## src/rtl/sar_seq_pkg.sv

```systemverilog
package sar_seq_pkg;

    typedef enum logic [2:0] {
        PH_RESET  = 3'd0,
        PH_SAMPLE = 3'd1,
        PH_CONV1  = 3'd2,
        PH_REGEN  = 3'd3,
        PH_CONV2  = 3'd4
    } phase_t;

    localparam int NUM_CONV = 2;

endpackage

```

## src/rtl/sar_phase_fsm.sv

```systemverilog
module sar_phase_fsm
    import sar_seq_pkg::*;
#(
    parameter int RST_CYC   = 1,
    parameter int SMP_CYC   = 5,
    parameter int NTRIAL    = 14,
    parameter int REGEN_CYC = 6,
    localparam int MAXA   = (RST_CYC > SMP_CYC) ? RST_CYC : SMP_CYC,
    localparam int MAXB   = (NTRIAL > REGEN_CYC) ? NTRIAL : REGEN_CYC,
    localparam int MAXLEN = (MAXA > MAXB) ? MAXA : MAXB,
    localparam int CW     = (MAXLEN > 2) ? $clog2(MAXLEN) : 1
) (
    input  logic          clk,
    input  logic          srst,
    input  logic          run,
    output phase_t        phase,
    output logic [CW-1:0] step,
    output logic          phase_last
);

    phase_t        ph_q, ph_n;
    logic [CW-1:0] cnt_q, cnt_n;
    int            cur_len;

    // length of the phase currently running
    always_comb begin
        unique case (ph_q)
            PH_RESET:  cur_len = RST_CYC;
            PH_SAMPLE: cur_len = SMP_CYC;
            PH_CONV1:  cur_len = NTRIAL;
            PH_REGEN:  cur_len = REGEN_CYC;
            PH_CONV2:  cur_len = NTRIAL;
            default:   cur_len = RST_CYC;
        endcase
    end

    assign phase_last = (cnt_q == CW'(cur_len - 1));

    // next-state decision
    always_comb begin
        ph_n  = ph_q;
        cnt_n = cnt_q + 1'b1;
        unique case (ph_q)
            PH_RESET: begin
                if (phase_last) begin
                    if (run) begin
                        ph_n  = PH_SAMPLE;
                        cnt_n = '0;
                    end else begin
                        cnt_n = cnt_q;
                    end
                end
            end
            PH_SAMPLE: if (phase_last) begin ph_n = PH_CONV1; cnt_n = '0; end
            PH_CONV1:  if (phase_last) begin ph_n = PH_REGEN; cnt_n = '0; end
            PH_REGEN:  if (phase_last) begin ph_n = PH_CONV2; cnt_n = '0; end
            PH_CONV2:  if (phase_last) begin ph_n = PH_RESET; cnt_n = '0; end
            default: begin
                ph_n  = PH_RESET;
                cnt_n = '0;
            end
        endcase
    end

    // state register
    always_ff @(posedge clk) begin
        if (srst) begin
            ph_q  <= PH_RESET;
            cnt_q <= '0;
        end else begin
            ph_q  <= ph_n;
            cnt_q <= cnt_n;
        end
    end

    assign phase = ph_q;
    assign step  = cnt_q;

endmodule

```

## src/rtl/sar_trial_reg.sv

```systemverilog
module sar_trial_reg #(
    parameter int NTRIAL = 14
) (
    input  logic              clk,
    input  logic              clr,
    input  logic              en,
    input  logic [NTRIAL-1:0] trial_oh,
    input  logic              cmp,
    output logic [NTRIAL-1:0] q,
    output logic [NTRIAL-1:0] q_next
);

    // the bit under trial takes the comparator decision; decided bits stay
    always_comb begin
        if (cmp) q_next = q | trial_oh;
        else     q_next = q & ~trial_oh;
    end

    always_ff @(posedge clk) begin
        if (clr)     q <= '0;
        else if (en) q <= q_next;
    end

endmodule

```

## src/rtl/sar_dual_seq.sv

```systemverilog
module sar_dual_seq
    import sar_seq_pkg::*;
#(
    parameter int RST_CYC   = 1,
    parameter int SMP_CYC   = 5,
    parameter int NTRIAL    = 14,
    parameter int REGEN_CYC = 6
) (
    input  logic              clk,
    input  logic              srst,
    input  logic              run,
    input  logic              cmp_in,
    output logic              smp_sw,
    output logic [NTRIAL-1:0] trial_en,
    output logic [NTRIAL-1:0] dac_word,
    output logic              cal_pos,
    output logic              cal_neg,
    output logic [NTRIAL-1:0] raw_a,
    output logic [NTRIAL-1:0] raw_b,
    output logic              raw_vld
);

    localparam int MAXA   = (RST_CYC > SMP_CYC) ? RST_CYC : SMP_CYC;
    localparam int MAXB   = (NTRIAL > REGEN_CYC) ? NTRIAL : REGEN_CYC;
    localparam int MAXLEN = (MAXA > MAXB) ? MAXA : MAXB;
    localparam int CW     = (MAXLEN > 2) ? $clog2(MAXLEN) : 1;

    phase_t            phase;
    logic [CW-1:0]     step;
    logic              phase_last;
    logic [NTRIAL-1:0] trial_oh;
    logic [NTRIAL-1:0] word_q [NUM_CONV];
    logic [NTRIAL-1:0] word_n [NUM_CONV];
    logic [NTRIAL-1:0] raw_a_q, raw_b_q;
    logic              vld_q;
    logic              conv2_done;

    sar_phase_fsm #(
        .RST_CYC   (RST_CYC),
        .SMP_CYC   (SMP_CYC),
        .NTRIAL    (NTRIAL),
        .REGEN_CYC (REGEN_CYC)
    ) i_fsm (
        .clk        (clk),
        .srst       (srst),
        .run        (run),
        .phase      (phase),
        .step       (step),
        .phase_last (phase_last)
    );

    // step 0 selects the MSB, the last step the LSB
    always_comb begin
        for (int i = 0; i < NTRIAL; i++) begin
            trial_oh[i] = (step == CW'(NTRIAL - 1 - i));
        end
    end

    // one trial register per conversion, cleared in the reset phase
    generate
        for (genvar g = 0; g < NUM_CONV; g++) begin : g_conv
            localparam phase_t CONV_PH = (g == 0) ? PH_CONV1 : PH_CONV2;
            sar_trial_reg #(
                .NTRIAL (NTRIAL)
            ) i_trial (
                .clk      (clk),
                .clr      (srst || (phase == PH_RESET)),
                .en       (phase == CONV_PH),
                .trial_oh (trial_oh),
                .cmp      (cmp_in),
                .q        (word_q[g]),
                .q_next   (word_n[g])
            );
        end
    endgenerate

    assign conv2_done = (phase == PH_CONV2) && phase_last;

    // raw word capture and strobe
    always_ff @(posedge clk) begin
        if (srst) begin
            raw_a_q <= '0;
            raw_b_q <= '0;
            vld_q   <= 1'b0;
        end else begin
            vld_q <= conv2_done;
            if (conv2_done) begin
                raw_a_q <= word_q[0];
                raw_b_q <= word_n[1];
            end
        end
    end

    // phase-decoded control outputs
    always_comb begin
        smp_sw   = 1'b0;
        cal_pos  = 1'b0;
        cal_neg  = 1'b0;
        trial_en = '0;
        dac_word = '0;
        unique case (phase)
            PH_SAMPLE: smp_sw = 1'b1;
            PH_CONV1: begin
                cal_pos  = 1'b1;
                trial_en = trial_oh;
                dac_word = word_q[0] | trial_oh;
            end
            PH_CONV2: begin
                cal_neg  = 1'b1;
                trial_en = trial_oh;
                dac_word = word_q[1] | trial_oh;
            end
            PH_RESET, PH_REGEN: ;
            default: ;
        endcase
    end

    assign raw_a   = raw_a_q;
    assign raw_b   = raw_b_q;
    assign raw_vld = vld_q;

endmodule

```

## config.mk

```make
export PLATFORM = sky130hd
export DESIGN_NAME = sar_dual_seq
export DESIGN_NICKNAME = d
export VERILOG_FILES = /design/src/rtl/sar_seq_pkg.sv /design/src/rtl/sar_phase_fsm.sv /design/src/rtl/sar_trial_reg.sv /design/src/rtl/sar_dual_seq.sv
export SDC_FILE = /design/constraint.sdc
export NUM_CORES = 1
export LEC_CHECK = 0
export CAP_MARGIN = 30
export CORE_MARGIN = 8
export CORE_UTILIZATION = 30
export CTS_CLUSTER_SIZE = 40
export DETAILED_ROUTE_END_ITERATION = 12
export DONT_BUFFER_PORTS = 1
export GPL_TIMING_DRIVEN = 0
export PLACE_DENSITY_LB_ADDON = 0.1
export RECOVER_POWER = 25
export SYNTH_ARGS = -nofsm -noshare
export SYNTH_HDL_FRONTEND = slang
export SYNTH_HIERARCHICAL = 1
export SYNTH_SLANG_ARGS = --single-unit
```

## constraint.sdc

```tcl
create_clock -name clk -period 2.9 [get_ports clk]
set_input_delay 0.29 -clock clk [delete_from_list [all_inputs] [get_ports clk]]
set_output_delay 0.29 -clock clk [all_outputs]
set_load 0.03 [all_outputs]
```

### Word level (Yosys, flattened, before mapping)

Index checks and enable logic that the tools add are counted.

* bits in registers: 64
* output and inout bits: 60
* input port bits: 4

* add/subtract/negate cells: 2
* eq/ne operators: 25
* reduce and logical (&&, ||, !) cells: 7
* bitwise gates (word level): 5
* muxes and demuxes: 19

Operators by type and width (count)
* two-way mux 14 bit: 3
* AND 14 bit: 2
* OR 14 bit: 2
* case mux 14 bit (2 select lines): 1
* == test 4 bit, second input constant: 6
* two-way mux 3 bit: 6
* == test 4 x 3 -> 1 bit, second input constant: 4
* case mux 3 bit (5 select lines): 1
* NOT 14 bit: 1
* two-way mux 4 bit: 3
* inequality test 2 bit, second input constant: 6
* case mux 4 bit (3 select lines): 1
* == test 4 x 2 -> 1 bit, second input constant: 2
* case mux 4 bit (2 select lines): 1
* == test 3 x 2 -> 1 bit, second input constant: 2
* AND reduction 6 bit: 1
* adder 4 x 1 -> 4 bit, second input constant: 1
* == test 4 x 1 -> 1 bit, second input constant: 1
* == test 4 bit: 1
* logical NOT 4 bit: 1
* OR reduction 4 bit: 1
* subtractor 4 x 1 -> 4 bit, second input constant: 1
* == test 3 x 1 -> 1 bit, second input constant: 1
* == test 3 bit, second input constant: 1
* other kinds (6): 8

### Longest topological paths before layout

Gate-level depths: netlist of the first run.

* depth in word-level cells: 7
* gate-level depth with buffers: 9
* depth with buffers taken out: 6

### Hierarchy

Netlist of the first run, hierarchy kept.

By module, submodules not included
* sar_trial_reg: cells each 77, sequential area each 280.3 um^2, area each 807.0 um^2, times used 2
* sar_dual_seq: cells each 228, sequential area each 580.6 um^2, area each 1492.7 um^2, times used 1
* sar_phase_fsm: cells each 50, sequential area each 140.1 um^2, area each 432.9 um^2, times used 1

### Least setup slack after synthesis of the first run

OpenSTA, ideal clock, no wires.

* path type: reg2reg
* start point: register i_fsm.ph_q[2], in the netlist i_fsm/phase[2]
* end point: register raw_a_q[0], in the netlist raw_a[0]
* setup slack: 0.554 ns
* stages on the path, launching flop included: 10
* buffers on the path: 3
* data arrival time: 2.276 ns
* library setup time: 0.070 ns
* cells stage by stage: dfxtp_1 > buf_6 > or3_1 > a211o_1 > a221oi_4 > and4bb_1 > buf_2 > buf_2 > nand2_1 > a21oi_1

* longest elaborated chain between the ends: 6

RTL lines
* start, declared: RTL line sar_phase_fsm.sv:21 `phase_t ph_q, ph_n;`
* start signal, assigned: RTL line sar_phase_fsm.sv:71 `ph_q <= ph_n;`
* == test 3 x 2 -> 1 bit / == test 3 bit (equally long branches): RTL line sar_phase_fsm.sv:27 `unique case (ph_q)`
* OR reduction 2 bit (no line)
* case mux 4 bit (3 select lines) (*): RTL line sar_phase_fsm.sv:27
* subtractor 4 x 1 -> 4 bit (*): RTL line sar_phase_fsm.sv:37 `assign phase_last = (cnt_q == CW'(cur_len - 1));`
* == test 4 bit (*): RTL line sar_phase_fsm.sv:37
* via phase_last: RTL line sar_dual_seq.sv:30 `logic phase_last;`
* logical AND 1 bit (*): RTL line sar_dual_seq.sv:77 `assign conv2_done = (phase == PH_CONV2) && phase_last;`
* end signal, assigned: RTL line sar_dual_seq.sv:88 `raw_a_q <= word_q[0];`
* end, declared: RTL line sar_dual_seq.sv:34 `logic [NTRIAL-1:0] raw_a_q, raw_b_q;`

The timed path passes the listed nets; every way through them passes the cells marked *.
A chain may end at the register's enable or synchronous reset.

### Worst setup path in the final report of the first run

* start point: register i_fsm.ph_q[2], in the netlist i_fsm/phase[2]
* end point: register raw_a_q[9], in the netlist raw_a[9]

Same word-level chain as after synthesis.

==> metrics.txt, run 1 <==
status=finished, final reports clean; clk slew on worst S/H paths=0.06 ns; Port-buffer cells=0; reg2reg path depth=9; initial core utilization=30.9%; GRT overflow=0; CTS root buf=clkbuf_16; Period Utilization, post-route=94.8%; placed insts=560; post-route setup slack=0.149 ns; wire per inst=18.7 um; gr usage total=15.1%; crit path launch=i_fsm/phase[2]; first-pass GRT wire length=16700 um; Syn Area/Cell=8.09 um2; Fin. Hold Viols=0; sinks on the clock net=64; vias per std cell=5.03; pin count of the biggest net entering global routing=13; Worst Setup EP=raw_a[9]; pre-CTS setup slack=0.0354 ns; WS Path Type=flip-flop to flip-flop; Final setup viols=0; gpl congestion=0.806; final design utilization=35.3%; die height=122 um; FMAX=364 MHz; Post-Syn Area=0.00338 mm2; Post-Syn Nets=423; register-to-register setup slack=0.15 ns; Fillers=1154; PwrDens=741 mW/mm2; Hold Slack=0.0203 ns; Layout Skew=0.00601 ns; Critical Path End Type=flip-flop; hpwl dp=7810 um; WP depth=9; cell chain of the critical path=buf_6 > or3_1 > a211o_1 > a221oi_4 > and4bb_1 > buf_2 > buf_2 > nand2_1 > a21oi_1; number of global-route vias before repair=2803; final net count=438; Final Max Tran Viols=0; first-pass iteration count of the detailed router=4; Critical Path Start Type=flip-flop; starting DRC count in detailed routing=145; Clock Path Buffers=2; max cap viols=0; synth warn=6; setup TNS=0 ns; CTS Hold Bufs=0; Final Cell Area=0.00386 mm2; Detail Route Antenna Nets=0; RSZ-0062 raised after global routing=no; CTS buffer count=9; max_slew headroom=31.4%; CORE AREA=0.0109 mm2; Routed WL=10800 um; WP data arrival=3.02 ns; Max stage delay on crit path=0.39 ns; Max stage delay cell, worst path=dfxtp_1; RR Endpoint=raw_a[9]; via count=2906; placed instance area=0.00357 mm2; minimum clock period=2.75 ns; DIE AREA=0.0149 mm2; Area Overhead vs Synth=14.3%; post-route insts no fill=578; Reg2Reg Launch Point=i_fsm/phase[2]; clk_lat worst skew=0.34 ns; CTS tree=done; leakage=1.39 nW; fraction of layout instances using a drive strength above 1=21.2%; Mapped Cells=418; peak supply drop=0.000276 V; Hold Crit Class=primary input to flip-flop; ant diodes=0; num ports=64; Die Wd=122 um; CP required=3.17 ns; H-Tree Depth=3; drt drc=0; Least-Margin Pin Slew=1.03 ns; CP Max Fanout=10; CP delay by family, top=compound AO/OA/AOI/OAI gates; initial antenna violation count=0; WP buf/inv=3; Design Power=2.86 mW; placement row count=38; most used cell, CP=buf_2
==> how the worst min path moves through the flow <==
stage	startpoint	endpoint	slack (ns)	cells past startpoint
floorplan	srst	i_fsm/phase[2]	0.36	1
global placement	srst	i_fsm/phase[2]	0.36	1
detailed placement	srst	i_fsm/phase[2]	0.36	1
CTS	srst	i_fsm/phase[2]	0.005	1
global route	srst	i_fsm/phase[2]	0.01	1
finish	srst	i_fsm/phase[0]	0.02	1
==> registers in the layout, summed over array words and instances (netlist names) <==
signal and cells:
g_conv.i_trial/q 28, raw_a 14, raw_b 14, i_fsm/step 4
i_fsm/phase 3, raw_vld 1
==> power by group <==
| part | internal, mW | switching [mW] | leakage [nW] |
|---|---|---|---|
| combinational | 0.279 | 0.537 | 0.737 |
| sequential | 0.903 | 0.0610 | 0.516 |
| clock | 0.664 | 0.418 | 0.138 |
| total | 1.85 | 1.02 | 1.39 |
==> what timing repair did <==
item	in CTS	in global routing
gates resized for setup	0	1
setup endpoints to repair	0	20
hold endpoints to repair	0	0
setup buffers	0	2
==> area by class of cell <==
class	count	area [um2]	area share (%)
clock buffer	9	225	5.83
inverter	16	65.1	1.68
sequential	64	1280	33.1
buffer	32	220	5.70
multi-input combinational	306	1800	46.6
timing repair buffer	4	25.0	0.647
tap	140	175	4.53
clock inverter	7	71.3	1.85
==> layout by cell type (no fill, tap or decap), types with 2 or more instances in the layout <==
| cell type | count |
|---|---|
| nor2b_1 | 5 |
| clkbuf_16 | 9 |
| or3_1 | 3 |
| inv_1 | 15 |
| dfxtp_1 | 64 |
| a31oi_1 | 13 |
| mux2_2 | 14 |
| a21oi_1 | 49 |
| a21bo_2 | 16 |
| clkbuf_1 | 7 |
| o21ai_0 | 2 |
| buf_4 | 4 |
| buf_6 | 7 |
| clkinv_2 | 2 |
| clkinvlp_4 | 3 |
| xor2_1 | 3 |
| nor3b_1 | 2 |
| buf_2 | 16 |
| xnor2_1 | 2 |
| a21bo_1 | 12 |
| nor2_1 | 23 |
| nor3_1 | 3 |
| a21oi_2 | 12 |
| nand2_1 | 93 |
| nand3_1 | 35 |
| buf_8 | 2 |
| nand2b_1 | 2 |
==> routing by layer <==
layer	up-vias	share of wire [%]	track usage, %	routed length [um]
met3	13	6.1	5.14	654
met2	71	46	22.9	4930
met4	0	1.6	6.85	170
met5	-	0	0	0
met1	1364	47	18.9	5060
li1	1458	-	-	-
(Power assumes the default switching activity.)
==> inputs of run 2 (changes only) <==
--- a/config.mk
+++ b/config.mk
@@ -5,6 +5,7 @@
 export SDC_FILE = /design/constraint.sdc
 export NUM_CORES = 1
 export LEC_CHECK = 0
+export ABC_AREA = 0
 export CAP_MARGIN = 30
 export CORE_MARGIN = 8
 export CORE_UTILIZATION = 30
@@ -13,7 +14,7 @@
 export DONT_BUFFER_PORTS = 1
 export GPL_TIMING_DRIVEN = 0
 export PLACE_DENSITY_LB_ADDON = 0.1
-export RECOVER_POWER = 25
+export RECOVER_POWER = 100
 export SYNTH_ARGS = -nofsm -noshare
 export SYNTH_HDL_FRONTEND = slang
 export SYNTH_HIERARCHICAL = 1
==> metrics.txt, run 2 (synthesized netlist as in run 1, its figures left out) <==
placement row count=38; Critical Path Start Type=flip-flop; Reg2Reg Launch Point=i_fsm/phase[2]; number of global-route vias before repair=2803; share of power burned in the clock network=37.8%; CP Max Fanout=10; peak supply drop=0.000269 V; gpl congestion=0.806; ant diodes=0; Hold Slack=0.0218 ns; Die Wd=122 um; RR Endpoint=raw_a[9]; H-Tree Depth=3; DIE AREA=0.0149 mm2; starting DRC count in detailed routing=167; Least-Margin Pin Slew=1.03 ns; first-pass iteration count of the detailed router=4; max_slew headroom=31.4%; clk slew on worst S/H paths=0.06 ns; FMAX=362 MHz; GRT overflow=0; Hold Crit Class=primary input to flip-flop; Final setup viols=0; CTS root buf=clkbuf_16; CP required=3.17 ns; initial core utilization=30.9%; Fillers=1160; register-to-register setup slack=0.14 ns; commonest non-fill, non-tap cell in the layout=nand2_1; CTS buffer count=9; Sw Ratio=35.4%; clk_lat worst skew=0.34 ns; fraction of layout instances using a drive strength above 1=20.3%; Layout Skew=0.00538 ns; Worst Hold End=i_fsm/phase[0]; wire per inst=18.7 um; sinks on the clock net=64; RSZ-0062 raised after global routing=no; minimum clock period=2.76 ns; leakage=1.38 nW; Port-buffer cells=0; internal power=1.84 mW; Critical Path End Type=flip-flop; num ports=64; Psw=1.01 mW; Most flops, register=g_conv.i_trial/q; drt drc=0; vias per std cell=5.08; Clock Path Buffers=2; placed insts=560; first-pass GRT wire length=16700 um; die height=122 um; final net count=438; reg2reg path depth=9; setup TNS=0 ns; Seq pwr share=33.8%; max FFs per register=28; Comb power frac=28.3%; WP data arrival=3.03 ns; Detail Route Antenna Nets=0; initial antenna violation count=0; Fin. Hold Viols=0; via count=2936; status=finished, final reports clean; PwrDens=740 mW/mm2; Routed WL=10800 um; CORE AREA=0.0109 mm2; min-delay src=srst; commonest cells after routing, fill and taps aside=93 x nand2_1, 64 x dfxtp_1, 51 x a21oi_1, 35 x nand3_1, 23 x nor2_1; CTS tree=done; WHS Path Cells=1; post-route insts no fill=578; hpwl dp=7810 um; max cap viols=0; Design Power=2.85 mW; final design utilization=35.2%; pin count of the biggest net entering global routing=13; Final Max Tran Viols=0; WS Path Type=flip-flop to flip-flop; Area Overhead vs Synth=13.9%; Period Utilization, post-route=95.2%; gr usage total=15.1%
==> run 2: cell types whose count changed in the layout (fill, tap and decap cells not counted), sizes merged <==
cell	previous run	this run
buf	29	27
clkbuf	16	18
==> run 2: metal layers <==
layer  track usage (%)  up-vias  routed length (um)  share of wire (%)
li1                  -     1460                   -                  -
met5                 0        -                   0                  0
met2              22.9       83                4930                 46
met1              18.9     1378                4900                 45
met4              6.85        0                 184                1.7
met3              5.14       15                 801                7.4
==> run 2: critical path: stages (launching register included) <==
cell and delay, ns:
dfxtp_1 0.39, buf_6 0.18, or3_1 0.32, a211o_1 0.33, a221oi_4 0.39, and4bb_1 0.23, buf_2 0.21, buf_2 0.31
nand2_1 0.18, a21oi_1 0.15
==> run 2: final cells by class <==
class	count	area, um2	share of cell area (%)
Multi-Input combinational cell	306	1790	46.6
Sequential cell	64	1280	33.3
Clock buffer	9	225	5.85
Buffer	32	216	5.62
Tap cell	140	175	4.55
Clock inverter	7	71.3	1.85
Inverter	16	65.1	1.69
Timing Repair Buffer	4	23.8	0.617
==> run 2: repair_timing <==
action | 4_1_cts | 5_1_grt
resized for setup | 0 | 1
hold buffers | 0 | 0
buffers inserted | 0 | 2
hold endpoints to repair | 0 | 0
setup endpoints to repair | 0 | 20
==> run 2: power by group through the flow <==
stage          Clock [mW]  Combinational [mW]  Sequential (mW)
2_1_floorplan           0               0.594            0.962
3_3_place_gp            0               0.778            0.982
3_5_place_dp            0               0.789            0.983
4_1_cts              1.12               0.792            0.964
5_1_grt              1.15               0.876            0.973
6_report             1.08               0.808            0.965
==> run 2: metrics by stage <==
step	worst slack (ns)	instance area, um2
6_report	0.140	3850
3_3_place_gp	0.0511	3560
2_1_floorplan	0.554	3380
5_1_grt	0.00607	3850
4_1_cts	0.0335	3860
3_5_place_dp	0.0354	3570
==> run 2: worst max path at each step <==
| stage | startpoint | to | slack [ns] | depth (start not counted) |
|---|---|---|---|---|
| after global placement | i_fsm/phase[2] | raw_a[9] | 0.05 | 9 |
| after floorplan | i_fsm/phase[2] | raw_a[0] | 0.55 | 9 |
| final | i_fsm/phase[2] | raw_a[9] | 0.14 | 9 |
| after detailed placement | i_fsm/phase[2] | raw_a[9] | 0.04 | 9 |
| after CTS | i_fsm/phase[2] | raw_a[9] | 0.03 | 9 |
| after global routing | i_fsm/phase[2] | raw_a[9] | 0.006 | 9 |
